<file path="src/rtl/fsh_pkg.sv">
package fsh_pkg;

    localparam int FSH_DW = 32;

    typedef enum logic [1:0] {
        FSH_FUNNEL     = 2'b00,
        FSH_ROTATE     = 2'b01,
        FSH_SHIFT      = 2'b10,
        FSH_FUNNEL_ALT = 2'b11
    } fsh_mode_e;

    typedef struct packed {
        logic      left;
        fsh_mode_e mode;
    } fsh_ctrl_t;

    // Width of the vector entering stage s of the narrowing chain.
    function automatic int stage_in_width(input int dw, input int s);
        return 2 * dw - (1 << s);
    endfunction

    // Width of the vector leaving stage s.
    function automatic int stage_out_width(input int dw, input int s);
        return 2 * dw - (2 << s);
    endfunction

endpackage

</file>
<file path="src/rtl/fsh_source.sv">
module fsh_source
    import fsh_pkg::*;
#(
    parameter int DW = FSH_DW
) (
    input  logic [DW-1:0] src_hi,
    input  logic [DW-1:0] src_lo,
    input  fsh_ctrl_t     ctrl,
    output logic [DW-1:0] half_hi,
    output logic [DW-1:0] half_lo
);

    always_comb begin
        unique case (ctrl.mode)
            FSH_ROTATE: begin
                half_hi = src_lo;
                half_lo = src_lo;
            end
            FSH_SHIFT: begin
                if (ctrl.left) begin
                    half_hi = src_lo;
                    half_lo = '0;
                end else begin
                    half_hi = '0;
                    half_lo = src_lo;
                end
            end
            default: begin
                half_hi = src_hi;
                half_lo = src_lo;
            end
        endcase
    end

endmodule

</file>
<file path="src/rtl/fsh_pieces.sv">
module fsh_pieces
    import fsh_pkg::*;
#(
    parameter int DW = FSH_DW,
    localparam int CW = 2 * DW - 1,
    localparam int PW = DW - 1
) (
    input  logic [DW-1:0] half_hi,
    input  logic [DW-1:0] half_lo,
    input  logic          left,
    output logic [CW-1:0] cat
);

    logic [PW-1:0] piece_top;
    logic          piece_mid;
    logic [PW-1:0] piece_bot;

    // Upper piece: only ever sourced from the high half.
    always_comb begin
        if (left) piece_top = half_hi[DW-1:1];
        else      piece_top = half_hi[DW-2:0];
    end

    // Middle bit: the one position where the two halves meet.
    always_comb begin
        if (left) piece_mid = half_hi[0];
        else      piece_mid = half_lo[DW-1];
    end

    // Lower piece: only ever sourced from the low half.
    always_comb begin
        if (left) piece_bot = half_lo[DW-1:1];
        else      piece_bot = half_lo[DW-2:0];
    end

    assign cat = {piece_top, piece_mid, piece_bot};

endmodule

</file>
<file path="src/rtl/fsh_window.sv">
module fsh_window
    import fsh_pkg::*;
#(
    parameter int DW = FSH_DW,
    localparam int AW = $clog2(DW),
    localparam int CW = 2 * DW - 1
) (
    input  logic [CW-1:0] cat,
    input  logic [AW-1:0] ofs,
    output logic [DW-1:0] win
);

    for (genvar s = 0; s < AW; s++) begin : stg
        localparam int WI = stage_in_width(DW, s);
        localparam int WO = stage_out_width(DW, s);
        logic [WI-1:0] din;
        logic [WO-1:0] dout;
        if (s == 0) begin : g_first
            assign din = cat;
        end else begin : g_chain
            assign din = stg[s-1].dout;
        end
        assign dout = ofs[s] ? din[WI-1 -: WO] : din[WO-1:0];
    end

    assign win = stg[AW-1].dout;

    always_comb begin
        if (ofs == '0) begin

            zero_ofs_chk: assert (win == cat[DW-1:0])
                else $error("window at offset 0 is not the bottom slice");
        end
        if (ofs == '1) begin

            full_ofs_chk: assert (win == cat[CW-1 -: DW])
                else $error("window at top offset is not the top slice");
        end
    end

endmodule

</file>
<file path="src/rtl/fsh_top.sv">
module fsh_top
    import fsh_pkg::*;
#(
    parameter int DW = FSH_DW,
    localparam int AW = $clog2(DW),
    localparam int CW = 2 * DW - 1
) (
    input  logic [DW-1:0] src_hi,
    input  logic [DW-1:0] src_lo,
    input  logic [AW-1:0] amt,
    input  logic          dir_left,
    input  logic [1:0]    mode,
    output logic [DW-1:0] result
);

    fsh_ctrl_t     ctrl;
    logic [DW-1:0] half_hi;
    logic [DW-1:0] half_lo;
    logic [CW-1:0] cat;
    logic [AW-1:0] ofs;

    assign ctrl.left = dir_left;
    assign ctrl.mode = fsh_mode_e'(mode);

    // A left window ends n bits below the top of the 63-bit vector,
    // so its start offset is the bitwise complement of n.
    assign ofs = dir_left ? ~amt : amt;

    fsh_source #(.DW(DW)) u_source (
        .src_hi (src_hi),
        .src_lo (src_lo),
        .ctrl   (ctrl),
        .half_hi(half_hi),
        .half_lo(half_lo)
    );

    fsh_pieces #(.DW(DW)) u_pieces (
        .half_hi(half_hi),
        .half_lo(half_lo),
        .left   (ctrl.left),
        .cat    (cat)
    );

    fsh_window #(.DW(DW)) u_window (
        .cat(cat),
        .ofs(ofs),
        .win(result)
    );

    always_comb begin
        if (ctrl.mode == FSH_ROTATE) begin

            rot_pieces_chk: assert (cat[CW-1:DW] == cat[DW-2:0])
                else $error("rotate pieces differ");

            rot_zero_chk: assert (!(amt == '0) || result == src_lo)
                else $error("rotate by zero altered the word");
        end
        if (ctrl.mode == FSH_SHIFT && !dir_left) begin

            shr_fill_chk: assert (cat[CW-1:DW] == '0)
                else $error("right shift upper piece not zero");
        end
        if (ctrl.mode == FSH_SHIFT && dir_left) begin

            shl_fill_chk: assert (cat[DW-2:0] == '0)
                else $error("left shift lower piece not zero");
        end
        if ((ctrl.mode == FSH_FUNNEL || ctrl.mode == FSH_FUNNEL_ALT) && amt == '0) begin

            funnel_zero_chk: assert (result == (dir_left ? src_hi : src_lo))
                else $error("zero-distance funnel returned wrong word");
        end
    end

endmodule

</file>
<file path="config.mk">
export PLATFORM = sky130hd
export DESIGN_NAME = fsh_top
export DESIGN_NICKNAME = d
export VERILOG_FILES = /design/src/rtl/fsh_pkg.sv /design/src/rtl/fsh_source.sv /design/src/rtl/fsh_pieces.sv /design/src/rtl/fsh_window.sv /design/src/rtl/fsh_top.sv
export SDC_FILE = /design/constraint.sdc
export NUM_CORES = 1
export LEC_CHECK = 0
export ABC_AREA = 0
export ABC_CLOCK_PERIOD_IN_PS = 3400
export BUFFER_PORTS_ARGS = -buffer_cell sky130_fd_sc_hd__buf_2
export CORE_AREA = 10 10 110 112
export DETAILED_ROUTE_END_ITERATION = 7
export DIE_AREA = 0 0 120 122
export GPL_TIMING_DRIVEN = 0
export PLACE_DENSITY = 0.84
export SLEW_MARGIN = 20
export SYNTH_ARGS = -nofsm -noshare
export SYNTH_HDL_FRONTEND = slang
export SYNTH_SLANG_ARGS = --single-unit
</file>
<file path="constraint.sdc">
create_clock -name vclk -period 3.4
set_input_delay 0.34 -clock vclk [all_inputs]
set_output_delay 0.34 -clock vclk [all_outputs]
set_load 0.02 [all_outputs]
</file>
==> results of run 1 <==
power by group through the flow:
stage	logic [mW]	registers [mW]	clock network, mW
after CTS	1.73	0	0
after global placement	1.71	0	0
after detailed placement	1.71	0	0
after global routing	1.99	0	0
final	1.95	0	0
after floorplan	1.13	0	0
critical path, stage by stage:
cell and delay, ns:
buf_2 0.09, inv_1 0.06, ha_4 0.27, buf_6 0.14, buf_12 0.14, buf_2 0.31, a21oi_1 0.14, a21oi_2 0.30
a221oi_2 0.11, a21oi_2 0.34, a22oi_2 0.22, o2111ai_1 0.28, o21a_1 0.17, buf_2 0.16
cell type report:
class | count | area, µm²
Buffer | 90 | 588
Tap cell | 136 | 170
Fill cell | 1000 | 3640
Timing Repair Buffer | 107 | 548
Multi-Input combinational cell | 681 | 5030
Inverter | 18 | 67.6
cell families (layout without fill, tap and decap cells):
group / after synthesis / after routing / synth area share (%)
simple gates: 217 / 217 / 19.2
compound gates: 360 / 360 / 49.1
fa+ha+maj: 2 / 2 / 0.467
mux: 94 / 94 / 17.9
buf+inv: 108 / 215 / 11.5
xor+xnor: 8 / 8 / 1.87
metal layers:
layer	global-route usage [%]	vias to the layer above
met5	0	-
met4	27.3	0
met3	17.8	286
met2	60.2	993
met1	49.8	3780
li1	-	3337
placed cells by master, fill, tap and decap left out, types with 10 or more instances in the layout:
cell        n
a211oi_1   18
a21oi_1    54
a221o_1    20
a221oi_1   21
buf_2     147
buf_4      19
buf_6      12
clkbuf_1   10
inv_1      16
mux2i_1    82
nand2_1    59
nand2b_1   11
nand3_1    28
nor2_1     50
nor3_1     30
o211ai_1   22
o21ai_0    50
o21bai_1   34
o22ai_1    22
per-stage QoR:
step	setup TNS, ns	hold slack, ns	instance area, µm²	worst slack, ns
floorplan	0	1.10	5360	0.531
global placement	-1.37	1.44	6040	-0.310
detailed placement	-1.05	1.44	6040	-0.305
CTS	0	1.44	6090	0.00260
global route	-0.0588	1.50	6410	-0.0225
finish	-0.0565	1.48	6410	-0.0278
timing repair:
action                                  CTS  global route
resized for setup                        14            62
gates cloned                              0             1
pin swaps                                 1            12
buffers inserted                          0             4
endpoints found under the setup margin   13            27
worst paths after layout:
kind                         end  slack, ns  depth (start not counted)
worst max-delay path  result[28]      -0.03                         14
worst min-delay path  result[22]       1.48                          5
==> impl_metrics.tcl, run 1 <==
set metrics [dict create \
    startpoint "mode[0]" \
    portBuffers 102 \
    hold_viol 0 \
    wl_met3_mm 5.89 \
    pwr-share-comb_pct 100.0 \
    wl_per_cell_um 31.9 \
    dp_cells 1027 \
    hpwl_mm 24.7 \
    setup-violations-final 3 \
    ys_types 79 \
    intPower_mw 0.660 \
    seq_cells 0 \
    synth_most_common_cell "mux2i_1" \
    path_class "in2out" \
    syn_area_um2 5360 \
    ant_nets 0 \
    fin_crit_sh_pct 101 \
    clockBufferCount 0 \
    hold_path.class "in2out" \
    grt.total_usage_pct 41.7 \
    p_sw_mw 1.29 \
    fin_util_pct 63.8 \
    final_nets 972 \
    routed_via_density 8.14 \
    post-route-drc-count 23 \
    p_leak_nw 2.63 \
    maxCapViolations 0 \
    vdd_drop_max_v 0.000233 \
    grt_remaining_overflow 0 \
    top_layer "met4" \
    drt_iter0_drc 2143 \
    cp-end-kind "primary output" \
    slew-limit-headroom_pct 42.0 \
    required_ns 3.06 \
    max_freq_mhz 292 \
    hp-start "amt[4]" \
    synth_cells 789 \
    crit_fanout 10 \
    sw_frac_of_total_pct 66.1 \
    core_area_um2 10000 \
    yosysSeqAreaShare_pct 0 \
    critPathArrivalTime_ns 3.09 \
    drive_gt1_share_pct 28.9 \
    status "finished, violations left" \
    syn_avg_cell_area_um2 6.79 \
    first_pass_iters 8 \
    areaGrowthSynthToFinish_pct 19.7 \
    violations "DRC, setup timing" \
    netlist.area_leader.share_pct 16.8 \
    grt_max_degree 11 \
    finalPower_mw 1.95 \
    seqPwrFrac_pct 0 \
    postCtsHoldBufs 0 \
    regArea_um2 0 \
    die_h_um 122 \
    grt_pass1_vias 7835 \
    yosysWarnings 0 \
    io_pins 104 \
    start_util_pct 53.3 \
    rsz0062_at_grt "yes" \
    routed_wl_mm 33.0 \
    tightest_slew_ns 0.868 \
    yosysTopAreaCell "mux2i_1" \
    route.met2.wl_mm 12.8 \
    finalMaxSlewViolations 0 \
    die_w_um 120 \
    grt_pass1_wl_mm 47.8 \
    synth_area_leaders "mux2i_1 (17%), a21oi_1 (5.3%), o21ai_0 (4.8%)" \
    setup_slack_ns -0.0278 \
    powerDensity_nw_per_um2 304 \
    fp-row-count 37 \
    diodes 0 \
    wirelength_met1_mm 11.1 \
    critPathLaunchType "input port" \
    synth_top_cells_by_count "mux2i_1 (90), nand2_1 (60), a21oi_1 (57)" \
    clock_power_share_pct 0 \
    finalCriticalPeriod_ns 3.43 \
    antenna_found_initial 0 \
    syn_nets 863 \
    dieArea_um2 14600 \
    place.gp.congestion 1.15 \
    vias 8396 \
    final_cells 1032 \
]
Power figures use the tool's default switching activity.
==> run 2: changes to the inputs <==
--- a/config.mk
+++ b/config.mk
@@ -6,7 +6,7 @@
 export NUM_CORES = 1
 export LEC_CHECK = 0
 export ABC_AREA = 0
-export ABC_CLOCK_PERIOD_IN_PS = 3400
+export ABC_CLOCK_PERIOD_IN_PS = 3860
 export BUFFER_PORTS_ARGS = -buffer_cell sky130_fd_sc_hd__buf_2
 export CORE_AREA = 10 10 110 112
 export DETAILED_ROUTE_END_ITERATION = 7
==> constraint.sdc (replaced) <==
create_clock -name vclk -period 3.86
set_input_delay 0.386 -clock vclk [all_inputs]
set_output_delay 0.386 -clock vclk [all_outputs]
set_load 0.02 [all_outputs]
==> run 2 against run 1 <==
Effect of this change: the flow still finishes with violations (DRC, setup timing); highest routed layer unchanged; critical path depth did not move; via count rose by 0.23%; final area fell by 5.4%; first-iteration DRC count fell by 9.6%; power fell by 16%; sequential cell count did not move; combinational power fell by 16%; die area did not move; setup slack got worse by 0.032 ns; hold slack improved by 0.088 ns; global-route usage fell by 0.13 points.
==> impl_metrics.tcl, run 2 (same netlist as run 1, synthesis figures left out) <==
set metrics [dict create \
    status "finished, violations left" \
    violations "DRC, setup timing" \
    top_layer "met4" \
    fin_util_pct 60.3 \
    die_h_um 122 \
    io_pins 104 \
    final_nets 967 \
    finalPower_mw 1.63 \
    drt_iter0_drc 1938 \
    hpwl_mm 24.7 \
    grt.total_usage_pct 41.6 \
    cp_slowest_stage_delay_ns 0.55 \
    tightest_slew_ns 1.02 \
    dp_cells 1027 \
    hold_path.class "in2out" \
    finalCriticalPeriod_ns 3.92 \
    clock_power_share_pct 0 \
    final_cells 1027 \
    antenna_found_initial 0 \
    grt_remaining_overflow 0 \
    wirelength_met1_mm 10.8 \
    grt_pass1_vias 7787 \
    routed_wl_mm 32.6 \
    place.gp.congestion 1.15 \
    grt_pass1_wl_mm 47.8 \
    wl_per_cell_um 31.8 \
    finalMaxSlewViolations 0 \
    seqPwrFrac_pct 0 \
    areaGrowthSynthToFinish_pct 13.2 \
    holdPathStages 4 \
    clockBufferCount 0 \
    setup-violations-final 1 \
    multi_input_area_um2 4770 \
    sw_frac_of_total_pct 67.2 \
    diodes 0 \
    pre_cts_slack_ns 0.0632 \
    critPathArrivalTime_ns 3.53 \
    start_util_pct 53.3 \
    grt_max_degree 11 \
    drive_gt1_share_pct 24.4 \
    post-route-drc-count 5 \
    wl_met3_mm 6.17 \
    required_ns 3.47 \
    portBuffers 102 \
    setup_slack_ns -0.0603 \
    p_leak_nw 2.56 \
    pwr-share-comb_pct 100.0 \
    post_cts_resized 0 \
    hp-start "amt[4]" \
    seq_cells 0 \
    vdd_drop_max_v 0.000202 \
    regArea_um2 0 \
    hold_end "result[12]" \
    n_fill_cell 1034 \
    cp-end-kind "primary output" \
    layout_commonest_cell "buf_2" \
    core_area_um2 10000 \
    cts_setup_buffers 0 \
    postCtsHoldBufs 0 \
    layout_common_cells "buf_2 (149), mux2i_1 (90), nand2_1 (60), a21oi_1 (56), nor2_1 (54)" \
    first_pass_iters 8 \
    max_freq_mhz 255 \
    routed_via_density 8.19 \
    slowest_stage "a21oi_1" \
    dieArea_um2 14600 \
    path_class "in2out" \
    critPathLaunchType "input port" \
    crit_path_cell_trace "buf_2 > inv_1 > ha_1 > buf_6 > buf_6 > buf_2 > a21oi_1 > a21oi_1 > a221oi_1 > a21oi_1 > a22oi_2 > o2111ai_1 > o21a_1 > buf_2" \
    maxCapViolations 0 \
    ant_nets 0 \
    fp-row-count 37 \
    crit_fanout 10 \
    fin_crit_sh_pct 102 \
    powerDensity_nw_per_um2 269 \
    slew-limit-headroom_pct 31.7 \
    route.met2.wl_mm 12.7 \
    intPower_mw 0.536 \
    vias 8415 \
    hold_viol 0 \
    die_w_um 120 \
    p_sw_mw 1.10 \
]
[run 2: cell types whose count changed in the layout (fill, tap and decap cells not counted), sizes merged]
cell / before / now
clkbuf: 14 / 12
buf: 183 / 180
[run 2: critical path: cells and delay by family]
| family | cells | cell delay, ns |
|---|---|---|
| fa+ha+maj | 1 | 0.28 |
| buf+inv | 6 | 0.93 |
| compound gates | 7 | 1.94 |
[run 2: cell type report]
| class | count | share of cell area, % |
|---|---|---|
| timing repair buffer | 102 | 8.42 |
| buffer | 90 | 9.02 |
| multi-input combinational | 681 | 78.6 |
| tap | 136 | 2.81 |
| inverter | 18 | 1.11 |
[run 2: power groups by stage]
stage,Clock [mW],Sequential [mW],Combinational (mW)
after detailed placement,0,0,1.50
final,0,0,1.63
after global routing,0,0,1.67
after global placement,0,0,1.51
after floorplan,0,0,0.999
after CTS,0,0,1.51
[run 2: worst max-delay path by stage]
stage,start,end,cells past startpoint
after global routing,mode[0],result[25],14
after detailed placement,mode[0],result[29],13
after floorplan,mode[0],result[29],11
after global placement,mode[0],result[29],13
final,mode[0],result[28],14
after CTS,mode[0],result[29],13
[run 2: per-layer routing]
metal,up-vias,track usage [%]
li1,3322,-
met1,3748,49.5
met2,1065,60.7
met3,280,17.9
met4,0,25.7
met5,-,0
[run 2: metrics by stage]
step	hold slack, ns	setup TNS (ns)	instance area [µm²]
finish	1.57	-0.0603	6060
global route	1.59	-0.0725	6060
CTS	1.53	0	6040
detailed placement	1.53	0	6040
global placement	1.53	0	6040
floorplan	1.19	0	5360
